`src/rtl/mktx_pkg.sv`:
```
`timescale 1ns/1ps
package mktx_pkg;

   // Frame sequencing states of the controller
   typedef enum logic [1:0] {
      ST_IDLE  = 2'd0,
      ST_ARMED = 2'd1,
      ST_START = 2'd2,
      ST_DATA  = 2'd3
   } tx_state_e;

endpackage

```
`src/rtl/mktx_divider.sv`:
```
`timescale 1ns/1ps
module mktx_divider #(
   parameter int OVS = 16
) (
   input  logic clk_i,
   input  logic rst_ni,
   input  logic tick_i,
   output logic roll_o
);
   localparam int CW = (OVS > 1) ? $clog2(OVS) : 1;
   localparam logic [CW-1:0] LAST = CW'(OVS - 1);

   if (OVS < 2) begin : g_bad_ovs
      $error("mktx_divider: OVS must be at least 2");
   end

   logic [CW-1:0] cnt_q;

   if (OVS == (1 << CW)) begin : g_pow2
      // power of two: natural wrap of the counter
      always_ff @(posedge clk_i or negedge rst_ni) begin
         if (!rst_ni)     cnt_q <= '0;
         else if (tick_i) cnt_q <= cnt_q + CW'(1);
      end
   end else begin : g_cmp
      // arbitrary ratio: explicit wrap compare
      always_ff @(posedge clk_i or negedge rst_ni) begin
         if (!rst_ni)     cnt_q <= '0;
         else if (tick_i) cnt_q <= (cnt_q == LAST) ? '0 : cnt_q + CW'(1);
      end
   end

   assign roll_o = tick_i && (cnt_q == LAST);


   cnt_on_tick_chk: assert property (@(posedge clk_i) disable iff (!rst_ni)
      (cnt_q != $past(cnt_q)) |-> $past(tick_i));

endmodule

```
`src/rtl/mktx_shifter.sv`:
```
`timescale 1ns/1ps
module mktx_shifter #(
   parameter int DW = 8
) (
   input  logic          clk_i,
   input  logic          rst_ni,
   input  logic          load_i,
   input  logic          shift_i,
   input  logic [DW-1:0] data_i,
   output logic          bit0_o,
   output logic          last_o,
   output logic [DW:0]   sh_o
);
   localparam int SW = DW + 1;

   logic [SW-1:0] sh_q;

   // reset content: marker alone at the output position
   always_ff @(posedge clk_i or negedge rst_ni) begin
      if (!rst_ni)       sh_q <= SW'(1);
      else if (load_i)   sh_q <= {1'b1, data_i};
      else if (shift_i)  sh_q <= {1'b0, sh_q[SW-1:1]};
   end

   assign bit0_o = sh_q[0];
   // marker sits just left of the output bit, zeros beyond it
   assign last_o = (sh_q[SW-1:1] == DW'(1));
   assign sh_o   = sh_q;


   zero_fill_chk: assert property (@(posedge clk_i) disable iff (!rst_ni)
      (shift_i && !load_i) |=> !sh_q[SW-1]);

endmodule

```
`src/rtl/mktx_ctrl.sv`:
```
`timescale 1ns/1ps
module mktx_ctrl
   import mktx_pkg::*;
(
   input  logic clk_i,
   input  logic rst_ni,
   input  logic roll_i,
   input  logic wr_i,
   input  logic last_i,
   output logic load_o,
   output logic shift_o,
   output logic send_o,
   output logic den_o,
   output logic busy_o,
   output logic done_o
);
   tx_state_e st_q, st_d;
   logic      done_q;
   logic      accept;
   logic      finish;

   assign accept = wr_i && (st_q == ST_IDLE);
   assign finish = roll_i && (st_q == ST_DATA) && last_i;

   always_comb begin
      st_d = st_q;
      unique case (st_q)
         ST_IDLE:  if (accept) st_d = ST_ARMED;
         ST_ARMED: if (roll_i) st_d = ST_START;
         ST_START: if (roll_i) st_d = ST_DATA;
         ST_DATA:  if (finish) st_d = ST_IDLE;
         default:  st_d = ST_IDLE;
      endcase
   end

   always_ff @(posedge clk_i or negedge rst_ni) begin
      if (!rst_ni) begin
         st_q   <= ST_IDLE;
         done_q <= 1'b0;
      end else begin
         st_q <= st_d;
         if (accept)      done_q <= 1'b0;
         else if (finish) done_q <= 1'b1;
      end
   end

   assign load_o  = accept;
   assign shift_o = roll_i && (st_q == ST_DATA);
   assign send_o  = (st_q == ST_START) || (st_q == ST_DATA);
   assign den_o   = (st_q == ST_DATA);
   assign busy_o  = (st_q != ST_IDLE);
   assign done_o  = done_q;


   hold_between_rolls_chk: assert property (@(posedge clk_i) disable iff (!rst_ni)
      (!roll_i && st_q != ST_IDLE) |=> (st_q == $past(st_q)));


   done_on_roll_chk: assert property (@(posedge clk_i) disable iff (!rst_ni)
      $rose(done_q) |-> $past(roll_i));


   done_clear_chk: assert property (@(posedge clk_i) disable iff (!rst_ni)
      accept |=> !done_q);


   armed_wait_chk: assert property (@(posedge clk_i) disable iff (!rst_ni)
      accept |=> (st_q == ST_ARMED));

endmodule

```
`src/rtl/mktx_uart_tx.sv`:
```
`timescale 1ns/1ps
module mktx_uart_tx #(
   parameter int DW      = 8,
   parameter int OVS     = 16,
   parameter bit OUT_REG = 1'b0
) (
   input  logic          clk_i,
   input  logic          rst_ni,
   input  logic          tick16_i,
   input  logic          wr_i,
   input  logic [DW-1:0] wr_byte_i,
   output logic          txd_o,
   output logic          busy_o,
   output logic          done_o
);
   localparam int SW = DW + 1;

   if (DW < 2) begin : g_bad_dw
      $error("mktx_uart_tx: DW must be at least 2");
   end

   logic          roll;
   logic          load, shift, send, den, last, bit0;
   logic [SW-1:0] sh;
   logic          line_d;

   mktx_divider #(.OVS(OVS)) u_div (
      .clk_i  (clk_i),
      .rst_ni (rst_ni),
      .tick_i (tick16_i),
      .roll_o (roll)
   );

   mktx_shifter #(.DW(DW)) u_sh (
      .clk_i   (clk_i),
      .rst_ni  (rst_ni),
      .load_i  (load),
      .shift_i (shift),
      .data_i  (wr_byte_i),
      .bit0_o  (bit0),
      .last_o  (last),
      .sh_o    (sh)
   );

   mktx_ctrl u_ctrl (
      .clk_i   (clk_i),
      .rst_ni  (rst_ni),
      .roll_i  (roll),
      .wr_i    (wr_i),
      .last_i  (last),
      .load_o  (load),
      .shift_o (shift),
      .send_o  (send),
      .den_o   (den),
      .busy_o  (busy_o),
      .done_o  (done_o)
   );

   // idle high; start bit while send without data-enable
   assign line_d = !send ? 1'b1 : (den ? bit0 : 1'b0);

   if (OUT_REG) begin : g_out_reg
      logic txd_q;
      always_ff @(posedge clk_i or negedge rst_ni) begin
         if (!rst_ni) txd_q <= 1'b1;
         else         txd_q <= line_d;
      end
      assign txd_o = txd_q;
   end else begin : g_out_comb
      assign txd_o = line_d;


      idle_high_chk: assert property (@(posedge clk_i) disable iff (!rst_ni)
         !busy_o |-> txd_o);
   end


   ignore_busy_wr_chk: assert property (@(posedge clk_i) disable iff (!rst_ni)
      (busy_o && wr_i && !roll) |=> $stable(sh));


   marker_kept_chk: assert property (@(posedge clk_i) disable iff (!rst_ni)
      busy_o |-> (sh != '0));

endmodule

```
`config.mk`:
```
export PLATFORM = sky130hd
export DESIGN_NAME = mktx_uart_tx
export DESIGN_NICKNAME = d
export VERILOG_FILES = /design/src/rtl/mktx_pkg.sv /design/src/rtl/mktx_divider.sv /design/src/rtl/mktx_shifter.sv /design/src/rtl/mktx_ctrl.sv /design/src/rtl/mktx_uart_tx.sv
export SDC_FILE = /design/constraint.sdc
export NUM_CORES = 1
export LEC_CHECK = 0
export BUFFER_PORTS_ARGS = -buffer_cell sky130_fd_sc_hd__buf_2
export CAP_MARGIN = 20
export CORE_MARGIN = 2
export CORE_UTILIZATION = 45
export CTS_CLUSTER_SIZE = 24
export DETAILED_ROUTE_END_ITERATION = 7
export PLACE_DENSITY = 0.64
export SETUP_SLACK_MARGIN = 0.3
export SLEW_MARGIN = 20
export SYNTH_ARGS = -nofsm -noshare
export SYNTH_HDL_FRONTEND = slang
export SYNTH_HIERARCHICAL = 1
export SYNTH_SLANG_ARGS = --single-unit
```
`constraint.sdc`:
```
create_clock -name clk_i -period 1.99 [get_ports clk_i]
set_input_delay 0.2985 -clock clk_i [delete_from_list [all_inputs] [get_ports clk_i]]
set_output_delay 0.2985 -clock clk_i [all_outputs]
set_load 0.01 [all_outputs]
```
==> reports/qor.yml, run 1 <==
grt_max_degree: 19
clk_latency_ps: 280
synth.avg_cell_area_sq_um: 10.72
routed_wl_mm: 1.528
via_per_inst: 4.838
cts_tree: "yes"
firstDrtPassIters: 1
cts_num_sinks: 16
num_rows: 15
cts_root_buf: "clkbuf_4"
worst-setup-path-type: "reg -> out"
rsz0062_at_grt: "true"
first_global_vias: 612
min_period_ps: 1715
worst_pin_slew_ps: 340.8
cp.arrival_ps: 1420
setup_tns_ps: 0
die_area_sq_mm: 0.002245
dp_hpwl_mm: 1.102
finalSetupViolations: 0
antenna_found_initial: 0
required_ps: 1690
dr_total_vias: 629
cts_inserted_buffers: 3
overflow: 0
status: "complete, no violations"
synth_cells: 79
die-width_microns: 47.39
synth_nets: 97
grt_pass1_wl_mm: 2.449
total_leakage_power_nw: 0.4823
fin_worst_skew_ps: 4.157
ys_warn_count: 6
multi_input_area_sq_um: 455.4
drtIter0Drc: 0
fp.dieH_microns: 47.39
final_cell_area_sq_mm: 0.001097
fin_cells: 130
post-route-period-util_pct: 86.20
fillCellCount: 144
slew_headroom_pct: 77.28
route.detailed.drc: 0
diodes: 0
placed_area_sq_um: 944.7
worstSetupStartpointType: "register"
clk_path_buf_depth: 2
ir_drop_v: 0.0007003
min-delay-path-class: "in -> reg"
syn_area_sq_um: 847.1
nets: 124
cp_max_fo: 4
slew_viol_final: 0
clkTransAtPathRegs_ps: 90
drt.antenna.violating_nets: 0
p_per_area_mw_per_mm2: 1416
grt.total_usage_pct: 15.80
dp.cells: 118
endpoint_kind: "primary output"
areaGrowthSynthToFinish_pct: 29.54
routedWlPerCell_microns: 11.75
pin_count: 15
drive_gt1_share_pct: 39.05
register_area_sq_um: 404.1
port_buffers: 14
fmax_mhz: 583.0
place_congestion: 0.7775
finalHoldViolations: 0
start_util_pct: 48.53
cap_violations: 0
core_sq_mm: 0.001745
cts_max_level: 1
==> layout by cell type, fill, tap and decap left out, drive strengths merged, types with 4 or more instances in the layout <==
cell type	count
buf	23
dfrtp	15
nand2	10
mux2i	8
o21ai	8
inv	6
ha	6
clkbuf	4
nor2	4
==> report_power, final <==
part           switching (mW)  internal [mW]
Combinational           0.320          0.388
Sequential              0.147          0.488
Clock                  0.0997          0.111
Total                   0.566          0.987
==> registers in the layout, summed over array words and instances, names as in the netlist <==
name,flops
u_sh/sh_o,9
u_div/cnt_q,4
u_ctrl/st_q,2
u_ctrl/done_o,1
==> metal layers <==
layer | share of wire [%] | global-route usage [%] | up-vias
met2 | 48 | 25.14 | 11
met4 | 1.2 | 10.00 | 0
li1 | - | - | 322
met3 | 2.5 | 2.308 | 2
met5 | 0 | 0 | -
met1 | 48 | 19.95 | 294
==> final timing paths <==
| check | to | startpoint | depth (start not counted) | slack, ps |
|---|---|---|---|---|
| max in group asynchronous | u_sh/sh_o[0] | rst_ni | 2 | 1250 |
| worst min-delay path | u_sh/sh_o[0] | wr_byte_i[0] | 3 | 210 |
| worst min register to register | u_div/cnt_q[3] | u_div/cnt_q[3] | 1 | 490 |
| worst max register to register | u_ctrl/st_q[1] | u_sh/sh_o[4] | 5 | 290 |
| worst max-delay path | txd_o | u_ctrl/st_q[0] | 5 | 270 |
| min in group asynchronous | u_sh/sh_o[5] | rst_ni | 2 | 450 |
==> metrics by stage <==
| stage | hold WS [ps] | util [%] | total power, mW | setup WS (ps) |
|---|---|---|---|---|
| 3_5_place_dp | 224.8 | 54.12 | 1.172 | 265.3 |
| 5_1_grt | 228.2 | 62.87 | 1.686 | 200.6 |
| 6_report | 208.6 | 62.87 | 1.553 | 274.6 |
| 3_3_place_gp | 226.4 | 54.12 | 1.136 | 320.4 |
| 4_1_cts | 201.6 | 61.29 | 1.513 | 272.2 |
| 2_1_floorplan | 2.909 | - | 1.015 | 409.7 |
==> cell type report <==
| type | count | area share, % |
|---|---|---|
| clock buffers | 4 | 3.307 |
| repair buffers | 24 | 13.46 |
| well taps | 25 | 2.851 |
| multi-input cells | 55 | 41.51 |
| inverters | 6 | 2.052 |
| flip-flops and latches | 16 | 36.83 |
==> critical path, cell delays in order, from the launching register on <==
cell	delay [ps]
dfrtp_2	430
inv_2	70
ha_4	160
or2_1	200
a21bo_1	160
buf_2	110
==> what timing repair did <==
item	in CTS	in global routing
pin swaps	5	2
setup buffers	6	1
setup endpoints to repair	2	6
endpoints found under the hold margin	15	0
hold buffers	1	0
gates resized for setup	9	6
Power figures use the tool's default switching activity.
==> run 2, diff against run 1 <==
CELL_PAD_IN_SITES_DETAIL_PLACEMENT = 0   (was default)
CELL_PAD_IN_SITES_GLOBAL_PLACEMENT = 1   (was default)
CORE_UTILIZATION = 44   (was 45)
PLACE_DENSITY = 0.78   (was 0.64)
clock period = 2.05 ns   (was 1.99 ns; I/O delays follow)
==> run 2 against run 1 <==
  * Die area up 2.1%
  * Clock skew about the same
  * Combinational power shrank 3.0%
  * Highest routed layer unchanged
==> reports/qor.yml, run 2 (synthesis results as in run 1) <==
cp.arrival_ps: 1950  # +530 ps
route.detailed.drc: 0  # unchanged
reg2reg_setup_slack_ps: 270  # -20 ps
grt_max_degree: 19  # unchanged
p_clk_share_pct: 13.5  # about the same
final_cell_area_sq_mm: 0.001076  # -1.9%
cts_root_buf: "clkbuf_4"
min_period_ps: 1783
cts_tree: "yes"
slew_headroom_pct: 76.00  # -1.3 points
rsz0062_at_grt: "true"
clk_path_buf_depth: 2  # unchanged
status: "complete, no violations"
areaGrowthSynthToFinish_pct: 27.03
p_int_mw: 0.9698  # -1.8%
total_leakage_power_nw: 0.4798  # -0.52%
post-route-period-util_pct: 87.00
dr_total_vias: 621  # -1.3%
swShare_pct: 35.69  # -0.75 points
cts_max_level: 1  # unchanged
r2r-start: "u_ctrl/st_q[0]"
drive_gt1_share_pct: 35.58  # -3.5 points
dp_hpwl_mm: 1.104  # +0.19%
grt.total_usage_pct: 15.63  # -0.17 points
setup_tns_ps: 0  # unchanged
firstDrtPassIters: 2  # +1
place_congestion: 0.7754  # -0.27%
use_met3_pct: 4.528  # +2.2 points
fp.dieH_microns: 47.88  # +1.0%
p_per_area_mw_per_mm2: 1402  # -1.0%
nets: 123  # -0.81%
layout_commonest_cell: "buf_2"
cp_max_fo: 4  # unchanged
worst-setup-path-type: "reg -> reg"
reg2reg_depth: 5  # unchanged
core_sq_mm: 0.001764  # +1.1%
clk_latency_ps: 280  # about the same
grt_pass1_wl_mm: 2.373  # -3.1%
worstSetupStartpointType: "register"
grt_util_met1_pct: 20.90  # +0.95 points
port_buffers: 14  # unchanged
die_area_sq_mm: 0.002292  # +2.1%
largest_reg_flops: 9  # unchanged
grt_use_met2_pct: 23.73  # -1.4 points
slew_viol_final: 0  # unchanged
routed_wl_mm: 1.527  # about the same
drtIter0Drc: 3  # +3
final_cell_mix: "buf_2 (14), dfrtp_1 (13), nand2_1 (10)"
routedWlPerCell_microns: 11.84  # +0.71%
pin_count: 15  # unchanged
drt.antenna.violating_nets: 0  # unchanged
min_from: "wr_byte_i[0]"
required_ps: 2220  # +530 ps
diodes: 0  # unchanged
fin_worst_skew_ps: 4.292  # +0.1350 ps
finalSetupViolations: 0  # unchanged
p_seq_share_pct: 40.9  # about the same
first_global_vias: 556  # -9.2%
grt_most_used_layer: "met2"
overflow: 0  # unchanged
pre_cts_ws_ps: 326.7  # +61.40 ps
min_to: "u_sh/sh_o[0]"
ir_drop_v: 0.0006651  # -5.0%
endpoint_kind: "register"
min-delay-path-class: "in -> reg"
worst_pin_slew_ps: 360.1  # +19.24 ps
reg2reg_to: "u_ctrl/st_q[1]"
min_path_cells: 3  # unchanged
finalHoldViolations: 0  # unchanged
cap_violations: 0  # unchanged
clkTransAtPathRegs_ps: 90  # about the same
placed_area_sq_um: 944.7  # unchanged
cts_inserted_buffers: 3  # unchanged
start_util_pct: 48.01  # -0.52 points
antenna_found_initial: 0  # unchanged
via_per_inst: 4.814  # -0.51%
power_frac_comb_pct: 45.6  # about the same
fmax_mhz: 560.7
setup_slack_ps: 266.6  # -8.033 ps
num_rows: 15  # unchanged
p_sw_mw: 0.5383  # -4.9%
die-width_microns: 47.88  # +1.0%
cts_num_sinks: 16  # unchanged
## run 2: power groups by stage
stage               Clock [mW]  Sequential, mW  Combinational (mW)
floorplan                    0           0.561               0.424
global placement             0           0.589               0.519
detailed placement           0           0.594               0.544
CTS                      0.208           0.590               0.595
global route             0.229           0.640               0.785
finish                   0.204           0.617               0.687
## run 2: through the flow
step           cells  power (mW)  utilization, %  hold slack [ps]
3_5_place_dp     118       1.138           53.55            238.1
4_1_cts          126       1.393           57.73            220.7
6_report         129       1.508           60.99            226.1
5_1_grt          129       1.654           60.99            218.4
2_1_floorplan     79      0.9852               -            11.91
3_3_place_gp     118       1.108           53.55            244.3
## run 2: cell type report
| class | instances | area (sq um) |
|---|---|---|
| Tap cell | 25 | 31.28 |
| Inverter | 6 | 22.52 |
| Sequential cell | 16 | 404.1 |
| Timing Repair Buffer | 23 | 140.1 |
| Multi-Input combinational cell | 55 | 441.7 |
| Clock buffer | 4 | 36.28 |
| Fill cell | 170 | 688.2 |
## run 2: repair_timing
item | CTS | global route
gates resized for setup | 3 | 8
pin swaps | 0 | 4
setup endpoints to repair | 1 | 2
hold buffers | 1 | 0
setup buffers | 3 | 3
hold endpoints to repair | 15 | 0
## run 2: worst max path at each step
| stage | from | end | slack (ps) | cells past startpoint |
|---|---|---|---|---|
| after floorplan | u_ctrl/st_q[0] | u_ctrl/st_q[1] | 470 | 5 |
| after global placement | u_ctrl/st_q[0] | u_ctrl/st_q[1] | 390 | 5 |
| after detailed placement | u_ctrl/st_q[0] | u_ctrl/st_q[1] | 330 | 5 |
| after CTS | u_ctrl/st_q[0] | txd_o | 290 | 5 |
| after global routing | u_ctrl/st_q[0] | u_ctrl/st_q[1] | 200 | 5 |
| final | u_ctrl/st_q[0] | u_ctrl/st_q[1] | 270 | 5 |
## run 2: layer usage
metal  vias up  wire length, microns  part of all wire (%)
met5         -                     0                     0
met4         0                    12                  0.79
met3         2                    59                   3.9
met2        12                   688                    45
met1       283                   767                    50
li1        324                     -                     -
## run 2: worst max-delay path, stage by stage (launching register included)
cell and delay, ps:
dfrtp_2 450, buf_4 140, ha_2 170, or2_1 250, a221oi_2 320, mux2_4 330
==> run 3, diff against run 2 <==
CORE_ASPECT_RATIO = 0.7   (was default)
==> run 3 against run 2 <==
  * First-iteration DRC count rose to 6.3 times the previous value
  * Hold slack worse by 9.1 ps
  * Design area down 0.46%
  * Non-clock buffer count down 1
  * Die area up 0.25%
  * Critical path type is now reg -> out
  * Critical endpoint is now txd_o
==> reports/qor.yml, run 3 (synthesis results as in run 1) <==
status: "complete, no violations"
worstSetupStartpointType: "register"
die-width_microns: 56.44  # +18%
clk_path_buf_depth: 2  # unchanged
routedWlPerCell_microns: 13.30  # +12%
cp-startpoint: "u_ctrl/st_q[1]"
first_global_vias: 566  # +1.8%
port_buffers: 14  # unchanged
layout_commonest_cell: "buf_2"
fmax_mhz: 566.5  # +1.0%
dp_hpwl_mm: 1.116  # +1.1%
crit_chain: "ha_4 > or2_1 > a21bo_1 > buf_2"
cts_root_buf: "clkbuf_4"
swShare_pct: 36.44  # +0.74 points
grt_pass1_wl_mm: 2.477  # +4.4%
via_per_inst: 5.024  # +4.4%
cts_num_sinks: 16  # unchanged
grt_max_degree: 19  # unchanged
final_cell_area_sq_mm: 0.001071  # -0.46%
r2r-start: "u_ctrl/st_q[0]"
fin_worst_skew_ps: 3.769  # -0.5226 ps
slew_headroom_pct: 75.68  # -0.31 points
cts_tree: "yes"
num_rows: 13  # -2
worst-setup-path-type: "reg -> out"
diodes: 0  # unchanged
min_from: "wr_byte_i[0]"
required_ps: 1740  # -480 ps
dr_total_vias: 628  # +1.1%
post-route-period-util_pct: 86.11  # -0.89 points
firstDrtPassIters: 4  # +2
overflow: 0  # unchanged
core_sq_mm: 0.001838  # +4.2%
areaGrowthSynthToFinish_pct: 26.44
min-delay-path-class: "in -> reg"
routed_wl_mm: 1.662  # +8.8%
drive_gt1_share_pct: 35.92  # +0.35 points
ir_drop_v: 0.0008977  # +35%
slew_viol_final: 0  # unchanged
final_cell_mix: "buf_2 (14), dfrtp_1 (13), nand2_1 (10), mux2i_1 (8), o21ai_1 (8)"
slowest_stage: "dfrtp_2"
start_util_pct: 46.09  # -1.9 points
power_frac_comb_pct: 45.9  # +0.3 points
placed_area_sq_um: 940.9  # -0.40%
fp.dieH_microns: 40.71  # -15%
grt.total_usage_pct: 15.40  # -0.23 points
p_clk_share_pct: 13.9  # +0.4 points
rsz0062_at_grt: "true"
cp_max_fo: 4  # unchanged
p_sw_mw: 0.5580  # +3.7%
endpoint_kind: "primary output"
antenna_found_initial: 0  # unchanged
critPathBufInv: 1  # unchanged
drtIter0Drc: 19  # +16
fillCellCount: 159  # -6.5%
cts_max_level: 1  # unchanged
cp.arrival_ps: 1460  # -490 ps
total_leakage_power_nw: 0.4762  # -0.75%
finalHoldViolations: 0  # unchanged
cap_violations: 0  # unchanged
setup_tns_ps: 0  # unchanged
drt.antenna.violating_nets: 0  # unchanged
min_period_ps: 1765  # -18.16 ps
largest_reg_flops: 9  # unchanged
route.detailed.drc: 0  # unchanged
clkTransAtPathRegs_ps: 100  # about the same
p_seq_share_pct: 40.2  # -0.7 points
p_per_area_mw_per_mm2: 1430  # +2.0%
die_area_sq_mm: 0.002298  # +0.25%
p_int_mw: 0.9735  # +0.38%
worst_pin_slew_ps: 364.8  # +4.702 ps
cp_slowest_stage_delay_ps: 480  # +30 ps
nets: 122  # -0.81%
place_congestion: 0.6727  # -13%
pin_count: 15  # unchanged
clk_latency_ps: 290  # about the same
cts_inserted_buffers: 3  # unchanged
finalSetupViolations: 0  # unchanged
critPathTopFamily: "flip-flops"
-- run 3: cell types whose count changed in the layout (fill, tap and decap cells not counted) --
cell / delta
buf_4: -2
a2bb2oi_1: -1
a2bb2oi_2: +1
buf_6: +1
nor2_1: -1
nor2_2: +1
nor4_1: +1
nor4_2: -1
-- run 3: metrics by stage --
stage / total power [mW] / util, % / setup WS [ps] / instances / hold WS, ps
after CTS: 1.396 / 54.80 / 301.8 / 122 / 210.5
after global routing: 1.660 / 58.27 / 200.4 / 125 / 216.8
after global placement: 1.106 / 51.19 / 368.8 / 115 / 243.9
final: 1.531 / 58.27 / 284.8 / 125 / 217.0
after floorplan: 0.9852 / - / 469.7 / 79 / 11.91
after detailed placement: 1.132 / 51.19 / 311.0 / 115 / 238.6
-- run 3: timing repair --
action,4_1_cts,5_1_grt
resized for setup,3,10
pin swaps,0,5
endpoints found under the hold margin,15,0
hold buffers,1,0
setup buffers,2,3
endpoints found under the setup margin,2,3
-- run 3: path summary, 6_finish.rpt --
kind / to / slack [ps] / cells past startpoint
worst min-delay path: u_sh/sh_o[0] / 220 / 3
worst max-delay path: txd_o / 280 / 4
worst min register to register: u_div/cnt_q[3] / 480 / 1
min in group asynchronous: u_div/cnt_q[0] / 450 / 2
max in group asynchronous: u_sh/sh_o[0] / 1300 / 2
worst max register to register: u_ctrl/st_q[1] / 300 / 5
-- run 3: power by group through the flow --
stage / clock network, mW / logic [mW] / registers (mW)
5_1_grt: 0.238 / 0.789 / 0.633
3_5_place_dp: 0 / 0.536 / 0.596
2_1_floorplan: 0 / 0.424 / 0.561
3_3_place_gp: 0 / 0.514 / 0.592
6_report: 0.213 / 0.703 / 0.616
4_1_cts: 0.220 / 0.585 / 0.591
-- run 3: routing by layer --
metal  track usage, %  up-vias  share of wire (%)  wire, microns
li1                 -      320                  -              -
met1            18.95      294                 48            800
met2            25.00       12                 46            771
met3            6.625        2                4.7             78
met4            5.357        0               0.72             12
met5                0        -                  0              0
-- run 3: tightest hold or removal path, delay by kind of cell --
| kind | cells | cell delay [ps] |
|---|---|---|
| AO/OA/AOI/OAI | 1 | 60 |
| AND/OR/NAND/NOR | 1 | 50 |
| buffers and inverters | 1 | 90 |
-- run 3: layout make-up --
cell class / instances / area, sq um / share of cell area (%)
Multi-Input combinational cell: 55 / 444.2 / 41.47
Sequential cell: 16 / 404.1 / 37.73
Timing Repair Buffer: 22 / 136.4 / 12.73
Clock buffer: 4 / 36.28 / 3.388
Tap cell: 22 / 27.53 / 2.570
Inverter: 6 / 22.52 / 2.103
